--- src/rtl/gre_pkg.sv ---
package gre_pkg;
  typedef enum logic [2:0] {
    ST_IDLE,
    ST_FETCH,
    ST_CAPT,
    ST_SEND,
    ST_FIN
  } gre_state_e;

  localparam int unsigned PIX_PER_ROW = 8;
  localparam int unsigned PIX_BITS    = 8;
endpackage

--- src/rtl/gre_seq.sv ---
module gre_seq
  import gre_pkg::*;
#(
  parameter int unsigned HEIGHT_W = 5,
  parameter int unsigned ADDR_W   = 32,
  parameter int unsigned PITCH_W  = 16
) (
  input  logic                clk,
  input  logic                rst_n,
  input  logic                start,
  input  logic [HEIGHT_W-1:0] glyph_rows,
  input  logic [ADDR_W-1:0]   dst_base,
  input  logic [PITCH_W-1:0]  line_pitch,
  input  logic                wr_ready,
  output gre_state_e          state,
  output logic [HEIGHT_W-1:0] row_idx,
  output logic [ADDR_W-1:0]   row_addr,
  output logic                take_start
);
  logic [HEIGHT_W-1:0] rows_q;
  logic [PITCH_W-1:0]  pitch_q;
  logic                last_row;

  assign take_start = (state == ST_IDLE) && start;
  assign last_row   = (row_idx == rows_q - HEIGHT_W'(1));

  always_ff @(posedge clk) begin
    if (!rst_n) begin
      state    <= ST_IDLE;
      rows_q   <= '0;
      pitch_q  <= '0;
      row_idx  <= '0;
      row_addr <= '0;
    end else begin
      unique case (state)
        ST_IDLE: begin
          if (start) begin
            rows_q   <= glyph_rows;
            pitch_q  <= line_pitch;
            row_idx  <= '0;
            row_addr <= dst_base;
            state    <= (glyph_rows == '0) ? ST_FIN : ST_FETCH;
          end
        end
        ST_FETCH: state <= ST_CAPT;
        ST_CAPT:  state <= ST_SEND;
        ST_SEND: begin
          if (wr_ready) begin
            if (last_row) begin
              state <= ST_FIN;
            end else begin
              row_idx  <= row_idx + HEIGHT_W'(1);
              row_addr <= row_addr + ADDR_W'(pitch_q);
              state    <= ST_FETCH;
            end
          end
        end
        ST_FIN:  state <= ST_IDLE;
        default: state <= ST_IDLE;
      endcase
    end
  end
endmodule

--- src/rtl/gre_font_addr.sv ---
module gre_font_addr
  import gre_pkg::*;
#(
  parameter int unsigned HEIGHT_W = 5,
  localparam int unsigned FONT_AW = HEIGHT_W + 8
) (
  input  gre_state_e          state,
  input  logic [HEIGHT_W-1:0] row_idx,
  input  logic [7:0]          char_q,
  output logic                font_rd,
  output logic [FONT_AW-1:0]  font_addr
);
  // scan-line-major table: 256 glyph bytes per scan line
  assign font_rd   = (state == ST_FETCH);
  assign font_addr = {row_idx, char_q};
endmodule

--- src/rtl/gre_pixel_expand.sv ---
module gre_pixel_expand
  import gre_pkg::*;
#(
  parameter int unsigned LANES = PIX_PER_ROW,
  localparam int unsigned DW   = LANES * PIX_BITS
) (
  input  logic                clk,
  input  logic                rst_n,
  input  logic                capture,
  input  logic [LANES-1:0]    font_bits,
  input  logic [PIX_BITS-1:0] fg,
  input  logic [PIX_BITS-1:0] bg,
  output logic [DW-1:0]       pix_data,
  output logic [LANES-1:0]    pix_strobe
);
  logic see_through;
  assign see_through = (fg == bg);

  for (genvar i = 0; i < LANES; i++) begin : g_lane
    always_ff @(posedge clk) begin
      if (!rst_n) begin
        pix_data[i*PIX_BITS +: PIX_BITS] <= '0;
        pix_strobe[i]                    <= 1'b0;
      end else if (capture) begin
        pix_data[i*PIX_BITS +: PIX_BITS] <= font_bits[i] ? fg : bg;
        pix_strobe[i]                    <= font_bits[i] | ~see_through;
      end
    end
  end
endmodule

--- src/rtl/glyph_row_expander.sv ---
module glyph_row_expander
  import gre_pkg::*;
#(
  parameter int unsigned HEIGHT_W = 5,
  parameter int unsigned ADDR_W   = 32,
  parameter int unsigned PITCH_W  = 16,
  localparam int unsigned FONT_AW = HEIGHT_W + 8,
  localparam int unsigned DW      = PIX_PER_ROW * PIX_BITS
) (
  input  logic                clk,
  input  logic                rst_n,
  input  logic                start,
  input  logic [7:0]          char_code,
  input  logic [HEIGHT_W-1:0] glyph_rows,
  input  logic [ADDR_W-1:0]   dst_base,
  input  logic [PITCH_W-1:0]  line_pitch,
  input  logic [7:0]          fg_color,
  input  logic [7:0]          bg_color,
  output logic                font_rd,
  output logic [FONT_AW-1:0]  font_addr,
  input  logic [7:0]          font_data,
  output logic                wr_valid,
  input  logic                wr_ready,
  output logic [ADDR_W-1:0]   wr_addr,
  output logic [DW-1:0]       wr_data,
  output logic [7:0]          wr_strobe,
  output logic                busy,
  output logic                done
);
  gre_state_e          state;
  logic [HEIGHT_W-1:0] row_idx;
  logic                take_start;
  logic [7:0]          char_q, fg_q, bg_q;

  always_ff @(posedge clk) begin
    if (!rst_n) begin
      char_q <= '0;
      fg_q   <= '0;
      bg_q   <= '0;
    end else if (take_start) begin
      char_q <= char_code;
      fg_q   <= fg_color;
      bg_q   <= bg_color;
    end
  end

  gre_seq #(
    .HEIGHT_W(HEIGHT_W), .ADDR_W(ADDR_W), .PITCH_W(PITCH_W)
  ) u_seq (
    .clk(clk), .rst_n(rst_n), .start(start), .glyph_rows(glyph_rows),
    .dst_base(dst_base), .line_pitch(line_pitch), .wr_ready(wr_ready),
    .state(state), .row_idx(row_idx), .row_addr(wr_addr),
    .take_start(take_start)
  );

  gre_font_addr #(.HEIGHT_W(HEIGHT_W)) u_faddr (
    .state(state), .row_idx(row_idx), .char_q(char_q),
    .font_rd(font_rd), .font_addr(font_addr)
  );

  gre_pixel_expand #(.LANES(PIX_PER_ROW)) u_expand (
    .clk(clk), .rst_n(rst_n), .capture(state == ST_CAPT),
    .font_bits(font_data), .fg(fg_q), .bg(bg_q),
    .pix_data(wr_data), .pix_strobe(wr_strobe)
  );

  assign wr_valid = (state == ST_SEND);
  assign busy     = (state == ST_FETCH) || (state == ST_CAPT) || (state == ST_SEND);
  assign done     = (state == ST_FIN);
endmodule

--- config.mk ---
export PLATFORM = sky130hd
export DESIGN_NAME = glyph_row_expander
export DESIGN_NICKNAME = d
export VERILOG_FILES = /design/src/rtl/gre_pkg.sv /design/src/rtl/gre_seq.sv /design/src/rtl/gre_font_addr.sv /design/src/rtl/gre_pixel_expand.sv /design/src/rtl/glyph_row_expander.sv
export SDC_FILE = /design/constraint.sdc
export NUM_CORES = 1
export LEC_CHECK = 0
export BUFFER_PORTS_ARGS = -buffer_cell sky130_fd_sc_hd__buf_4
export CAP_MARGIN = 20
export CORE_MARGIN = 8
export CORE_UTILIZATION = 42
export CTS_CLUSTER_DIAMETER = 100
export DETAILED_ROUTE_END_ITERATION = 6
export GPL_ROUTABILITY_DRIVEN = 0
export GPL_TIMING_DRIVEN = 0
export PLACE_DENSITY = 0.71
export SYNTH_ARGS = -nofsm -noshare
export SYNTH_HDL_FRONTEND = slang
export SYNTH_HIERARCHICAL = 1
export SYNTH_SLANG_ARGS = --single-unit
--- constraint.sdc ---
create_clock -name clk -period 2.5 [get_ports clk]
set_input_delay 0.5 -clock clk [delete_from_list [all_inputs] [get_ports clk]]
set_output_delay 0.5 -clock clk [all_outputs]
set_load 0.05 [all_outputs]
==> results of run 1 <==
power groups by stage:
stage	Combinational (mW)	Sequential [mW]	Clock [mW]
6_report	2.22	2.89	2.68
5_1_grt	2.35	2.92	2.81
4_1_cts	2.17	2.88	2.71
3_5_place_dp	2.15	2.94	0
3_3_place_gp	2.12	2.93	0
2_1_floorplan	0.969	3.43	0
worst max-delay path, cell delays in order, from the launching register on:
cell and delay [ns]:
dfxtp_1 0.35, ha_2 0.40, nand3_1 0.14, o221ai_1 0.28, a211oi_1 0.13, a21oi_2 0.21
a21oi_1 0.17, nor4b_2 0.28, mux2_2 0.37
logic make-up after synthesis:
| family | count (synthesis) | share of synthesized area (%) |
|---|---|---|
| flops | 157 | 36.92 |
| compound gates | 238 | 20.34 |
| buf+inv | 114 | 8.834 |
| fa+ha+maj | 19 | 2.881 |
| simple gates | 283 | 15.92 |
| xor+xnor | 31 | 4.028 |
| mux | 94 | 11.07 |
Yosys cell counts, types with 6 or more instances:
| master | count |
|---|---|
| a31oi_1 | 9 |
| o211ai_1 | 6 |
| o21ai_0 | 31 |
| mux2i_1 | 93 |
| clkbuf_1 | 26 |
| nand3_1 | 16 |
| buf_1 | 9 |
| a311oi_1 | 7 |
| ha_1 | 18 |
| o21bai_1 | 6 |
| a211oi_1 | 8 |
| buf_2 | 17 |
| xor2_1 | 11 |
| clkbuf_8 | 9 |
| nand2_1 | 152 |
| buf_4 | 17 |
| o22ai_1 | 7 |
| and3_1 | 15 |
| inv_1 | 17 |
| o211a_1 | 64 |
| xnor2_1 | 15 |
| buf_6 | 14 |
| nor2b_1 | 27 |
| dfxtp_1 | 157 |
| nor2_1 | 32 |
| a21oi_1 | 72 |
sequential cells by signal, summed over array words and instances (netlist names):
name	flops
char_q	8
u_expand/pix_data	64
u_seq/pitch_q	16
u_seq/state	3
u_seq/rows_q	5
u_seq/row_idx	5
fg_q	8
u_expand/pix_strobe	8
bg_q	8
u_seq/row_addr	32
worst paths after layout:
check | start | end
worst max-delay path | u_seq/row_addr[7] | u_seq/row_addr[19]
worst min-delay path | line_pitch[9] | u_seq/pitch_q[9]
worst max register to register | u_seq/row_addr[7] | u_seq/row_addr[19]
worst min register to register | u_seq/pitch_q[12] | u_seq/pitch_q[12]
metal layers:
layer | track usage (%) | vias up | share of wire, % | routed length (um)
li1 | - | 3771 | - | -
met1 | 26.55 | 3824 | 42 | 11620
met2 | 34.67 | 282 | 48 | 13210
met3 | 4.859 | 53 | 7.3 | 2017
met4 | 10.64 | 0 | 3.3 | 903
met5 | 0 | - | 0 | 0
through the flow:
step | std cells | cell area [um2] | util (%) | setup TNS, ns
after detailed placement | 1407 | 10370 | 51.73 | -3.387
after floorplan | 936 | 8519 | - | -0.007206
after global placement | 1407 | 10370 | 51.73 | -2.058
after global routing | 1453 | 11230 | 56.06 | -0.1102
final | 1454 | 11240 | 56.07 | 0
after CTS | 1441 | 11020 | 55.01 | 0
what timing repair did:
action | in CTS | in global routing
gates resized for setup | 13 | 34
pin swaps | 2 | 8
setup buffers | 2 | 12
endpoints found under the setup margin | 32 | 61
area by class of cell:
class / count / area, um2
well taps: 270 / 337.8
diodes: 1 / 2.502
flip-flops and latches: 157 / 3152
plain buffers: 95 / 706.9
repair buffers: 215 / 1614
clock inverters: 15 / 172.7
clock buffers: 17 / 425.4
fillers: 1887 / 8803
multi-input cells: 665 / 4753
inverters: 19 / 71.32
==> metrics, run 1 <==
status=completed; Sw Pwr=2.745 mW; io pins=210; most common cell after layout, fill and taps aside=buf_4; post-synth top area share=roughly 37%; Setup CP Type=flop to flop; Routed WL per cell=roughly 19 um; Post-synth EDFFs=0; share of layout cells above drive strength 1=30.77%; maximum vdd ir drop=0.4933 mV; TritonCTS clock tree=done; synthesized flop and latch total=~160; Worst Hold Margin=0.3114 ns; Post-Syn Area=about 8500 um2; Detailed Route WL=roughly 28000 um; CTS sink count=157; Static Leak=about 5.4 nW; area leader, netlist=dfxtp_1; share of the clock period used by the worst path after layout=between 90% and 100%; clock share of power=approximately 34%; global-route wire length before repair=between 40000 and 50000 um; Worst-path clk slew=0.07 ns; Chip Width=about 160 um; combinational power share=between 20 and 30%; clock tree buffer depth=2; Clock Skew=0.01051 ns; Ys Warns=6; area delta synth->final=32.00%; FF-to-FF setup slack=around 0.049 ns; post-DP HPWL=20100 um; cts bufs inserted=17; asr flop ratio synth=0%; f_max=0.4079 GHz; max-cap violations=0; CP Capture Type=flop; ys flop type=dfxtp_1; Starting Density=between 40% and 50%; initial antenna violation count=0; Buffers on Ports=between 200 and 250; sequential share of power=37.1%; Cell Pwr Density=693.8 nW/um2; H-tree depth=4; Final Hold Viols=0; post-synthesis sequential area ratio=36.92%; Die Ht=between 150 and 200 um; largest net degree at the start of global routing=17; Max-slew headroom=a little over half; hold_buf cts=0; Post-Syn Instances=between 900 and 1000; vias in the first global route=7579; full die area=~25000 um2; Critical Path Source Type=flop; Clock Tree Root=clkbuf_16; switch share=a little over a third; number of cells on the worst reg-to-reg path=8; standard-cell row count=52; Max Slew Vio Count=0; vias=7930; DR iter-0 viols=~540; worst setup margin=0.04850 ns; post-layout min period=approximately 2.5 ns; DR DRC count=0; Worst EP required=roughly 2.8 ns; Design Power=7.795 mW; most frequent cells in the layout=buf_4, nand2_1, dfxtp_1, mux2i_1, a21oi_1; Hold Path Depth=3; Area contributors post-synth=dfxtp_1, mux2i_1, o211a_1, nand2_1, a21oi_1; Distinct cells, synth=76; Syn Area/Cell=between 9 and 10 um2; Arr. time, crit path=2.77 ns; drt via density=approximately 5.5; core area=roughly 20000 um2; Hold Path Class=input pin to flop; Routed Antenna Nets=0; final layout net count=about 1300; Place WS=-0.3510 ns; CP Max Fanout=6; final setup fails=0; DRT Pass-1 Iters=7; Total GRT Usage=between 20% and 30%; Remaining Overflow, GRT=0; worst-margin pin slew=between 0.7 and 0.8 ns; P_int=5.050 mW; Worst-Skew Late Latency=0.43 ns; syn nets=approximately 1000
Note: power is estimated with default switching activity, not from simulation.
==> run 2: changes to the inputs <==
--- a/config.mk
+++ b/config.mk
@@ -14,6 +14,7 @@
 export GPL_ROUTABILITY_DRIVEN = 0
 export GPL_TIMING_DRIVEN = 0
 export PLACE_DENSITY = 0.71
+export REMOVE_ABC_BUFFERS = 1
 export SYNTH_ARGS = -nofsm -noshare
 export SYNTH_HDL_FRONTEND = slang
 export SYNTH_HIERARCHICAL = 1
==> run 2 against run 1 <==
Net effect: the run now ends with setup timing left; hold slack improved by 0.014 ns; clock power down 2%; critical path depth is 2 higher; via count fell by 6.3%; sequential cell count unchanged; first-iteration DRC count down 23%; cell area decreased by 2.8%; combinational power decreased by 5%; non-clock buffer count decreased by 62; fmax decreased by 4.8%.
==> metrics, run 2 (synthesized netlist as in run 1, its figures left out) <==
cts bufs inserted=17; max-cap violations=0; CP Max Fanout=3; final layout net count=around 1200; final setup fails=1; Chip Width=roughly 160 um; Most Crowded Layer GR=met2; Worst-path clk slew=0.06 ns; RSZ-0062 raised after global routing=true; hold_buf cts=0; clock tree buffer depth=2; Design Power=around 7.6 mW; # diodes=0; Die Ht=between 150 and 200 um; Place WS=-0.6307 ns; post-layout min period=2.574 ns; f_max=slightly below 0.4 GHz; vias in the first global route=7339; core area=20040 um2; vias=between 7000 and 8000; FF-to-FF setup slack=-0.07 ns; standard-cell row count=52; Worst EP required=around 2.8 ns; DP Area=9928 um2; met1 global-route usage=22.11%; TNS Setup=-0.07431 ns; most common cell after layout, fill and taps aside=buf_4; H-tree depth=4; Total GRT Usage=around a fifth; DR DRC count=0; maximum vdd ir drop=approximately 0.46 mV; top flop regs=u_expand/pix_data (64), u_seq/row_addr (32), u_seq/pitch_q (16); io pins=between 200 and 250; share of layout cells above drive strength 1=29.17%; initial antenna violation count=0; Clock Skew=0.008626 ns; CP peak stage delay=0.43 ns; CP Capture Type=flop; fin area=about 11000 um2; global-route wire length before repair=38380 um; Final Hold Viols=0; post-DP HPWL=16980 um; full die area=25080 um2; buffers plus inverters on the worst setup path=1; CP delay by family, top=compound AO/OA/AOI/OAI gates; Hold Path Class=input pin to flop; largest net degree at the start of global routing=about 120; Worst Hold Margin=around 0.33 ns; Worst-Skew Late Latency=0.42 ns; most frequent cells in the layout=buf_4, dfxtp_1, nand2_1, mux2i_1, a21oi_1; Clock Tree Root=clkbuf_16; DR iter-0 viols=between 400 and 500; Largest Register=u_expand/pix_data; Setup CP Type=flop to flop; worst-margin pin slew=0.9067 ns; CTS sink count=between 150 and 200; Remaining Overflow, GRT=0; TritonCTS clock tree=done; Crit-path slowest cell=fa_1; worst setup margin=-0.07431 ns; failing checks=setup timing; max reg flops=between 60 and 70; Max-slew headroom=about two fifths; Routed Antenna Nets=0; Detailed Route WL=roughly 25000 um; grt met2 use=32.05%; Critical Path Source Type=flop; Buffers on Ports=~210; Fillers=1818; met3 Use GR=8.306%; Max Slew Vio Count=0; Static Leak=~5.2 nW; Starting Density=about 42%; cell-by-cell trace of the critical path=ha_1 > fa_1 > a21oi_2 > buf_4 > o21a_1 > o21ai_0 > a21o_1 > o211ai_1 > xor2_1 > o32ai_2; Routed WL per cell=around 18 um; Cell Pwr Density=between 600 and 700 nW/um2; DRT Pass-1 Iters=7; Arr. time, crit path=approximately 2.8 ns; drt via density=roughly 5.3; status=complete, but fails checks; share of the clock period used by the worst path after layout=103.0%; area delta synth->final=28.30%
-- run 2: cell count changes in the layout (fill, tap and decap cells not counted), moves of 5 or more --
cell	delta
clkbuf_8	-8
buf_6	-7
buf_1	-8
buf_4	-5
buf_2	-13
clkbuf_1	-21
-- run 2: final timing paths --
kind / start / to / depth (start not counted)
setup / recovery: u_seq/row_addr[0] / u_seq/row_addr[12] / 10
hold / removal: line_pitch[12] / u_seq/pitch_q[12] / 3
setup reg to reg: u_seq/row_addr[0] / u_seq/row_addr[12] / 10
hold reg to reg: u_seq/pitch_q[8] / u_seq/pitch_q[8] / 2
-- run 2: worst min-delay path: stages --
cell	delay [ns]
buf_4	0.11
nand2_1	0.04
a21oi_1	0.05
-- run 2: final cells by class --
type / count / area [um2] / area share, %
Clock buffer: 18 / 439.2 / 4.022
Multi-Input combinational cell: 665 / 4768 / 43.66
Tap cell: 270 / 337.8 / 3.093
Timing Repair Buffer: 248 / 1999 / 18.31
Inverter: 19 / 85.08 / 0.7791
Clock inverter: 14 / 143.9 / 1.318
Sequential cell: 157 / 3147 / 28.82
-- run 2: stage by stage --
| stage | util [%] | instances |
|---|---|---|
| finish | 54.50 | 1391 |
| global route | 54.50 | 1391 |
| CTS | 53.30 | 1377 |
| detailed placement | 49.54 | 1333 |
| global placement | 48.60 | 1320 |
| floorplan | - | 841 |
-- run 2: power breakdown --
part | internal [mW] | leakage (nW) | switching [mW]
logic | 0.798 | 3.60 | 1.30
registers | 2.72 | 1.29 | 0.210
clock network | 1.43 | 0.280 | 1.18
-- run 2: metal layers --
layer,part of all wire [%],up-vias
li1,-,3639
met1,41,3514
met2,47,245
met3,10,29
met4,1.4,0
met5,0,-
-- run 2: what timing repair did --
item	4_1_cts	5_1_grt
pin swaps	9	9
setup buffers	12	13
gates resized for setup	12	21
setup endpoints to repair	44	24
endpoints found under the hold margin	0	0
==> run 3: changes to the inputs <==
--- a/config.mk
+++ b/config.mk
@@ -9,12 +9,14 @@
 export CAP_MARGIN = 20
 export CORE_MARGIN = 8
 export CORE_UTILIZATION = 42
+export CTS_BUF_LIST = sky130_fd_sc_hd__clkbuf_8
 export CTS_CLUSTER_DIAMETER = 100
 export DETAILED_ROUTE_END_ITERATION = 6
 export GPL_ROUTABILITY_DRIVEN = 0
 export GPL_TIMING_DRIVEN = 0
 export PLACE_DENSITY = 0.71
 export REMOVE_ABC_BUFFERS = 1
+export SLEW_MARGIN = 30
 export SYNTH_ARGS = -nofsm -noshare
 export SYNTH_HDL_FRONTEND = slang
 export SYNTH_HIERARCHICAL = 1
==> run 3 against run 2 <==
Net effect: the run now ends clean; critical path depth is 2 lower; largest cell class unchanged; fmax is 3.7% higher; sequential power barely moved; register-to-register slack gained 0.09 ns; core utilization fell by 1.2 points; via count rose by 0.71%; combinational power hardly changed; worst setup slack improved by 0.093 ns; highest routed layer unchanged; sequential share of layout area up 0.78 points.
==> metrics, run 3 (synthesized netlist as in run 1, its figures left out) <==
Routed WL per cell=roughly 18 um; maximum vdd ir drop=just under 0.4 mV; post-DP HPWL=16810 um; Worst Hold Margin=between 0.2 and 0.3 ns; Critical Path Source Type=flop; Worst-Skew Late Latency=approximately 0.45 ns; vias=approximately 7500; Static Leak=about 5.1 nW; RSZ-0062 raised after global routing=true; max-cap violations=0; Hold Path Class=input pin to flop; CP peak stage delay=roughly 0.50 ns; post-layout min period=between 2 and 2.5 ns; share of layout cells above drive strength 1=30.29%; CP endpoint=u_seq/row_addr[21]; DRT Pass-1 Iters=5; max reg flops=64; Clock Tree Root=clkbuf_8; initial antenna violation count=0; Routed Antenna Nets=0; CP Max Fanout=5; Worst-path clk slew=about 0.090 ns; Final Hold Viols=0; area delta synth->final=25.37%; Setup CP Type=flop to flop; Cell Pwr Density=between 600 and 700 nW/um2; Largest Register=u_expand/pix_data; Die Ht=158.4 um; buffers plus inverters on the worst setup path=0; Remaining Overflow, GRT=0; Total GRT Usage=around 19%; # placed instances=1336; full die area=around 25000 um2; DR iter-0 viols=a little over 500; Fillers=1883; standard-cell row count=52; Max-slew headroom=39.67%; cell-by-cell trace of the critical path=ha_4 > nand2_2 > o32ai_4 > o21ai_2 > a2111o_1 > and2_4 > or3_1 > a31oi_1; status=completed; Buffers on Ports=between 200 and 250; top flop regs=u_expand/pix_data (64), u_seq/row_addr (32), u_seq/pitch_q (16); FF-to-FF setup slack=about 0.019 ns; drt via density=about 5.4; hold_buf cts=0; CTS sink count=around 160; Critical Path Stages=8; clock tree buffer depth=2; vias in the first global route=~7400; Crit-path slowest cell=a2111o_1; most common cell after layout, fill and taps aside=buf_4; final layout net count=about 1200; largest net degree at the start of global routing=roughly 120; fin area=~11000 um2; Design Power=between 6 and 7 mW; Arr. time, crit path=2.85 ns; H-tree depth=4; # diodes=0; critical path launch point=u_seq/row_addr[4]; CP Capture Type=flop; worst-margin pin slew=~0.9 ns; cts bufs inserted=17; CP delay by family, top=compound AO/OA/AOI/OAI gates; core area=~20000 um2; DP Area=slightly below 10000 um2; DR DRC count=0; number of cells on the worst reg-to-reg path=8; global-route wire length before repair=38500 um; share of the clock period used by the worst path after layout=99.25%; Reg2Reg Capture Point=u_seq/row_addr[21]; Non-Filler Instances=1386; Max Slew Vio Count=0; Chip Width=between 150 and 200 um; io pins=210; TritonCTS clock tree=done; Starting Density=approximately 42%; Clock Skew=roughly 0.011 ns; Detailed Route WL=about 25000 um; most frequent cells in the layout=buf_4, nand2_1, dfxtp_1, mux2i_1, a21oi_1; f_max=0.4030 GHz; final setup fails=0; Worst EP required=~2.9 ns; worst r2r src=u_seq/row_addr[4]
[run 3: cell types whose count changed in the layout (fill, tap and decap cells not counted), moves of 4 or more]
cell / change
buf_4: +5
clkbuf_16: -17
ha_2: +5
clkbuf_8: +16
dfxtp_2: +6
buf_6: -4
dfxtp_1: -7
ha_1: -5
[run 3: how the worst min path moves through the flow]
stage | start | end | slack, ns | cells after the start
finish | line_pitch[12] | u_seq/pitch_q[12] | 0.29 | 3
global route | glyph_rows[1] | u_seq/rows_q[1] | 0.25 | 3
CTS | line_pitch[12] | u_seq/pitch_q[12] | 0.25 | 3
detailed placement | u_seq/pitch_q[5] | u_seq/pitch_q[5] | 0.46 | 2
global placement | u_seq/pitch_q[4] | u_seq/pitch_q[4] | 0.45 | 2
floorplan | u_seq/pitch_q[0] | u_seq/pitch_q[0] | 0.44 | 2
[run 3: timing repair]
action | CTS | global route
gates cloned | 0 | 1
resized for setup | 13 | 42
setup endpoints to repair | 54 | 55
setup buffers | 7 | 11
endpoints found under the hold margin | 0 | 0
pin swaps | 7 | 12
[run 3: final cells by class]
class | instances | area (um2) | share of cell area (%)
clock buffers | 17 | 234.0 | 2.193
multi-input cells | 666 | 4822 | 45.19
clock inverters | 15 | 162.7 | 1.524
well taps | 270 | 337.8 | 3.166
repair buffers | 242 | 1859 | 17.42
flip-flops and latches | 157 | 3158 | 29.59
inverters | 19 | 97.59 | 0.9145
[run 3: through the flow]
step / util, % / setup TNS (ns) / setup WS (ns)
after floorplan: - / -446.43 / -6.416
after global placement: 48.60 / -787.90 / -10.33
after detailed placement: 49.46 / -6.506 / -0.5305
after CTS: 52.06 / 0 / 0.001204
after global routing: 53.25 / -0.09145 / -0.05615
final: 53.25 / 0 / 0.01865
[run 3: worst register-to-register path, delay by kind of cell, from the launching register on]
family,cells,cell delay (ns)
compound gates,4,1.10
simple gates,3,0.66
flops,1,0.35
fa+ha+maj,1,0.29
[run 3: per-layer routing]
| layer | up-vias | GRT usage (%) | share of wire [%] |
|---|---|---|---|
| met5 | - | 0 | 0 |
| met4 | 0 | 5.433 | 1.2 |
| met3 | 22 | 8.035 | 9.9 |
| met2 | 249 | 32.30 | 48 |
| met1 | 3579 | 22.19 | 41 |
| li1 | 3630 | - | - |
[run 3: power by group]
group	switching, mW	leakage [nW]	total (mW)	internal [mW]
registers	0.211	1.29	2.93	2.72
logic	1.30	3.55	2.07	0.776
clock network	1.07	0.210	1.98	0.912
total	2.58	5.05	6.98	4.40
